$ cat config.mk
export PLATFORM = sky130hd
export DESIGN_NAME = idle_wake_ctrl
export DESIGN_NICKNAME = d
export VERILOG_FILES = /design/src/rtl/idle_pkg.sv /design/src/rtl/idle_wake_detect.sv /design/src/rtl/idle_entry_guard.sv /design/src/rtl/idle_release_seq.sv /design/src/rtl/idle_wake_ctrl.sv
export SDC_FILE = /design/constraint.sdc
export NUM_CORES = 1
export LEC_CHECK = 0
export ABC_CLOCK_PERIOD_IN_PS = 1070
export BUFFER_PORTS_ARGS = -buffer_cell sky130_fd_sc_hd__buf_4
export CORE_AREA = 2 2 39 41
export DETAILED_ROUTE_END_ITERATION = 8
export DIE_AREA = 0 0 41 43
export GPL_ROUTABILITY_DRIVEN = 0
export PLACE_DENSITY = 0.68
export SLEW_MARGIN = 15
export SYNTH_ARGS = -nofsm -noshare
export SYNTH_HDL_FRONTEND = slang
export SYNTH_HIERARCHICAL = 1
export SYNTH_SLANG_ARGS = --single-unit
$ cat constraint.sdc
create_clock -name clk -period 1.07 [get_ports clk]
set_input_delay 0.107 -clock clk [delete_from_list [all_inputs] [get_ports clk]]
set_output_delay 0.107 -clock clk [all_outputs]
set_load 0.03 [all_outputs]
$ cat src/rtl/idle_pkg.sv
// Shared definitions for the idle entry and wakeup controller.
// Assumes op_mode is read as {idle, speed}.
package idle_pkg;
    typedef enum logic [1:0] {
        OPM_RUN0  = 2'b00,
        OPM_RUN1  = 2'b01,
        OPM_IDLE0 = 2'b10,
        OPM_IDLE1 = 2'b11
    } op_mode_t;

    function automatic op_mode_t make_mode(input logic idle, input logic speed);
        return op_mode_t'({idle, speed});
    endfunction
endpackage

$ cat src/rtl/idle_wake_detect.sv
// Wake detector: masks the latch vector with the enable vector, reports
// whether any source is pending, and encodes the lowest pending index.
// Assumes NSRC >= 2. Purely combinational; the sequencer samples the result.
module idle_wake_detect #(
    parameter int NSRC = 8,
    localparam int IDXW = (NSRC > 1) ? $clog2(NSRC) : 1
) (
    input  logic [NSRC-1:0] irq_latch,
    input  logic [NSRC-1:0] irq_enable,
    output logic            wake,
    output logic [IDXW-1:0] wake_idx
);
    logic [NSRC-1:0] hit;

    // Purpose: keep only the sources that are both latched and enabled.
    always_comb hit = irq_latch & irq_enable;

    // Purpose: OR-reduce the hits and find the lowest index (lowest index wins).
    always_comb begin
        wake     = |hit;
        wake_idx = '0;
        for (int i = NSRC - 1; i >= 0; i--) begin
            if (hit[i]) wake_idx = IDXW'(i);
        end
    end
endmodule

$ cat src/rtl/idle_entry_guard.sv
// Entry guard: refuses an idle request when a watchdog interrupt occurs in
// the request cycle or in the cycle before it.
// Assumes wdt_irq is synchronous to clk.
module idle_entry_guard (
    input  logic clk,
    input  logic rst_n,
    input  logic wdt_irq,
    output logic refuse
);
    logic wdt_prev;

    // Purpose: remember whether the watchdog fired in the previous cycle.
    always_ff @(posedge clk) begin
        if (!rst_n) wdt_prev <= 1'b0;
        else        wdt_prev <= wdt_irq;
    end

    // Purpose: the refusal window spans this cycle and the last one.
    always_comb refuse = wdt_irq | wdt_prev;

    a_r7_window_tracks_wdt: assert property (@(posedge clk) disable iff (!rst_n)
        wdt_irq |=> refuse);
endmodule

$ cat src/rtl/idle_release_seq.sv
// Release sequencer: holds the control word (idle, speed), enters idle on
// an accepted request, and on a wake condition clears idle and issues the
// resume pulse, plus a vector request when the master enable is set.
// Assumes wake and wake_idx come from the ungated-clock wake detector.
module idle_release_seq #(
    parameter int IDXW = 3
) (
    input  logic            clk,
    input  logic            rst_n,
    input  logic            ctl_wr,
    input  logic            ctl_idle,
    input  logic            ctl_speed,
    input  logic            refuse,
    input  logic            wake,
    input  logic [IDXW-1:0] wake_idx,
    input  logic            master_ie,
    output logic            idle_q,
    output logic            speed_q,
    output logic            resume_q,
    output logic            vec_req_q,
    output logic [IDXW-1:0] vec_idx_q
);
    logic accept_wr;
    logic enter;
    logic release_now;

    // Purpose: decode the request and release conditions of this cycle.
    always_comb begin
        accept_wr   = ctl_wr & ~idle_q;
        enter       = accept_wr & ctl_idle & ~refuse;
        release_now = idle_q & wake;
    end

    // Purpose: control word state; writes are ignored while idle.
    always_ff @(posedge clk) begin
        if (!rst_n) begin
            idle_q  <= 1'b0;
            speed_q <= 1'b0;
        end else if (release_now) begin
            idle_q  <= 1'b0;
        end else if (accept_wr) begin
            speed_q <= ctl_speed;
            idle_q  <= enter;
        end
    end

    // Purpose: one-cycle resume and vector strobes produced at release.
    always_ff @(posedge clk) begin
        if (!rst_n) begin
            resume_q  <= 1'b0;
            vec_req_q <= 1'b0;
            vec_idx_q <= '0;
        end else begin
            resume_q  <= release_now;
            vec_req_q <= release_now & master_ie;
            if (release_now) vec_idx_q <= wake_idx;
        end
    end

    a_r3_wake_releases: assert property (@(posedge clk) disable iff (!rst_n)
        (idle_q && wake) |=> (!idle_q && resume_q));
    a_r3_no_wake_holds: assert property (@(posedge clk) disable iff (!rst_n)
        (idle_q && !wake) |=> (idle_q && !resume_q));
    a_r8_idle_ignores_speed: assert property (@(posedge clk) disable iff (!rst_n)
        idle_q |=> $stable(speed_q));
    a_r4_no_service_release: assert property (@(posedge clk) disable iff (!rst_n)
        (idle_q && wake && !master_ie) |=> !vec_req_q);
    a_r5_service_release: assert property (@(posedge clk) disable iff (!rst_n)
        (idle_q && wake && master_ie) |=> vec_req_q);
    a_r7_refused_entry: assert property (@(posedge clk) disable iff (!rst_n)
        (!idle_q && refuse) |=> !idle_q);
    a_r9_resume_one_cycle: assert property (@(posedge clk) disable iff (!rst_n)
        resume_q |=> !resume_q);
    a_r9_vec_with_resume: assert property (@(posedge clk) disable iff (!rst_n)
        vec_req_q |-> resume_q);
    a_r6_stall_low_on_resume: assert property (@(posedge clk) disable iff (!rst_n)
        resume_q |-> !idle_q);
endmodule

$ cat src/rtl/idle_wake_ctrl.sv
// Top of the idle entry and wakeup controller. Connects the wake detector,
// the watchdog entry guard and the release sequencer, and forms the
// stall and operating-mode outputs.
// Assumes clk is free running and rst_n is synchronous to it.
module idle_wake_ctrl
    import idle_pkg::*;
#(
    parameter int NSRC = 8,
    localparam int IDXW = (NSRC > 1) ? $clog2(NSRC) : 1
) (
    input  logic            clk,
    input  logic            rst_n,
    input  logic            ctl_wr,
    input  logic            ctl_idle,
    input  logic            ctl_speed,
    input  logic            wdt_irq,
    input  logic [NSRC-1:0] irq_latch,
    input  logic [NSRC-1:0] irq_enable,
    input  logic            master_ie,
    output logic            cpu_stall,
    output logic            resume_pulse,
    output logic            vec_req,
    output logic [IDXW-1:0] vec_idx,
    output logic [1:0]      op_mode
);
    logic            wake;
    logic [IDXW-1:0] wake_idx;
    logic            refuse;
    logic            idle_q;
    logic            speed_q;
    op_mode_t        mode;

    idle_wake_detect #(.NSRC(NSRC)) u_detect (
        .irq_latch (irq_latch),
        .irq_enable(irq_enable),
        .wake      (wake),
        .wake_idx  (wake_idx)
    );

    idle_entry_guard u_guard (
        .clk    (clk),
        .rst_n  (rst_n),
        .wdt_irq(wdt_irq),
        .refuse (refuse)
    );

    idle_release_seq #(.IDXW(IDXW)) u_seq (
        .clk      (clk),
        .rst_n    (rst_n),
        .ctl_wr   (ctl_wr),
        .ctl_idle (ctl_idle),
        .ctl_speed(ctl_speed),
        .refuse   (refuse),
        .wake     (wake),
        .wake_idx (wake_idx),
        .master_ie(master_ie),
        .idle_q   (idle_q),
        .speed_q  (speed_q),
        .resume_q (resume_pulse),
        .vec_req_q(vec_req),
        .vec_idx_q(vec_idx)
    );

    // Purpose: expose stall and the {idle, speed} operating mode.
    always_comb begin
        cpu_stall = idle_q;
        mode      = make_mode(idle_q, speed_q);
        op_mode   = mode;
    end

    a_r1_reset_state: assert property (@(posedge clk)
        !rst_n |=> (!cpu_stall && !resume_pulse && !vec_req && op_mode == 2'b00));
    a_r2_entry_stalls: assert property (@(posedge clk) disable iff (!rst_n)
        (!cpu_stall && ctl_wr && ctl_idle && !refuse) |=> cpu_stall);
endmodule

==> results.txt <==
Status = finished clean
Number of flops mapped to enable cells by yosys = 0
DIE HEIGHT = 43 µm
CP Capture Type = flip-flop
Worst slew margin = 82.2%
Req. time, crit path = 1.26 ns
Postcts setup bufs = 0
Startpoint class of the critical path = flip-flop
Vias per Instance = 4.73
WL/cell = 10.9 µm
Synth Flop Type = dfxtp_1
Most frequent cells in the layout = buf_4 (38), nand2_1 (11), dfxtp_1 (7)
Cts bufs inserted = 3
Yosys cell types = 21
Area after DPL = 716 µm²
Reg2reg end = u_seq/idle_q
Mean Syn Cell Area = 8.51 µm²
Die Span X = 41 µm
Yosys reg bits = 8
Crit path max-delay cell type = dfxtp_1
Worst skew pair latency = 0.25 ns
Pwr/cell area = 978 nW/µm²
Clock transition at path regs = 0.05 ns
Register-to-register setup slack = 0.05 ns
Initial antenna violation count = 0
Synthesized Nets = 73
CTS max path bufs = 2
CP Class = flip-flop to flip-flop
Min Hold Slack = 0.0669 ns
Core area = 1380 µm²
DRC Markers = 0
Filler instances = 148
Die ar. = 1760 µm²
Hold Path Origin = wdt_irq
Tcrit/Tclk final = 95.3%
Final Hold Violating Endpoints = 0
Slowest stage delay, CP = 0.29 ns
Total congestion overflow = 0
Pre-CTS WS = -0.122 ns
Area of the multi-input gates = 256 µm²
RSZ-0062 raised after global routing = yes
Sequential area share after synthesis = 37.6%
Max VDD drop = 862 µV
# setup viols final = 0
Antenna fix cells = 0
Arrival time at the worst endpoint = 1.21 ns
Vias = 497
Row cnt = 14
Largest net degree at the start of global routing = 11
Critical Path, Cell by Cell = or2_1 > nor4bb_2 > o21a_1
Max-cap violations = 0
Post-Synthesis Cells = 50
Maximum fanout along the worst path = 1
Commonest non-fill, non-tap cell in the layout = buf_4
Hpwl dp = 936 µm
Root buf cell = clkbuf_4
FMAX = 980 MHz
DRT iter0 DRCs = 8
Worst Max-Slew Pin Slew = 0.267 ns
Lkg Pwr = 0.351 nW
Starting Density = 30.7%
Non-filler cells, final = 105
CTS tree = yes
Net count, final = 114
Yosys warns = 6
WL final = 1140 µm
First-pass GRT wire length = 1840 µm
Worst Setup Slack, final = 0.0501 ns
Share of cells above drive strength 1 = 50.6%
Worst Setup SP = u_guard/wdt_prev
Sequential cell area = 161 µm²
Cell Area, Synth = 425 µm²
# H-tree levels = 1
Hold WC Path Type = input port to flip-flop
Core Util, Final = 53.9%
R2R Path Start = u_guard/wdt_prev
Final ANT Viol Nets = 0
Cell count after placement = 102
Skew final = 0.00142 ns
Vias in the first global route = 461
First-pass iteration count of the detailed router = 4
PortBufs = 30
Fin. max-slew vios = 0
R2R depth = 3
Clock sinks = 8
P&R area growth vs syn = 75.3%
Ports = 31
FFs w/ async S/R, synth = 0%
End point of the critical path = u_seq/idle_q
Fin area = 746 µm²
Final Critical Period = 1.02 ns
Gr usage total = 15.1%
## state kept, by name (all words and copies together), names as in the netlist
name              count
u_guard/wdt_prev      1
u_seq/idle_q          1
u_seq/resume_q        1
u_seq/speed_q         1
u_seq/vec_idx_q       3
u_seq/vec_req_q       1
## area by class of cell
type / count / share of cell area (%)
clock buffer: 3 / 3.02
multi-input combinational: 40 / 34.4
timing repair buffer: 38 / 38.3
tap: 16 / 2.68
sequential: 8 / 21.6
## report_power, final
part,switching [W],internal [W]
combinational,0.0000784,0.000117
clock,0.0000949,0.000128
sequential,0.00000476,0.000306
## worst min-delay path by stage
| stage | end | slack, ns | cells after the start |
|---|---|---|---|
| final | u_guard/wdt_prev | 0.07 | 2 |
| after global routing | u_guard/wdt_prev | 0.06 | 2 |
| after CTS | u_guard/wdt_prev | 0.06 | 2 |
| after detailed placement | u_guard/wdt_prev | 0.32 | 2 |
| after global placement | u_guard/wdt_prev | 0.32 | 2 |
| after floorplan | u_seq/vec_req_q | 0.22 | 2 |
## worst max-delay path: cells and delay by family, from the launching register on
family,cells,cell delay [ns]
AND/OR/NAND/NOR,2,0.50
flip-flops,1,0.29
AO/OA/AOI/OAI,1,0.17
## cell families after synthesis
kind of cell	Yosys count	synth area share (%)
simple gates	27	31.8
compound gates	12	24.7
flops	8	37.6
buf+inv	2	3.53
mux	1	2.35
## synth_stat cells (2+ instances only)
master    number  area (µm²)
nand3_1        4        20.0
buf_4          2        15.0
a32oi_1        2        17.5
nor2b_1        4        25.0
a21boi_1       3        22.5
and2_1         2        12.5
nand2_1       11        41.3
dfxtp_1        8         160
nor2_1         2        7.51
## metal layers
layer  vias up  GRT usage (%)  share of wire [%]
li1        262              -                  -
met1       228           14.6                 41
met2         7           28.1                 56
met3         0           6.28                3.2
met4         0           2.00                  0
met5         -              0                  0
## metrics by stage
step | TNS, ns | total power, W
floorplan | 0 | 0.000393
detailed placement | -0.620 | 0.000511
global placement | -0.479 | 0.000508
global route | -0.0435 | 0.000778
CTS | 0 | 0.000742
finish | 0 | 0.000729
## what timing repair did
item | CTS | global route
hold buffers | 0 | 0
endpoints found under the setup margin | 0 | 3
resized for setup | 0 | 2
Power figures use the tool's default switching activity.
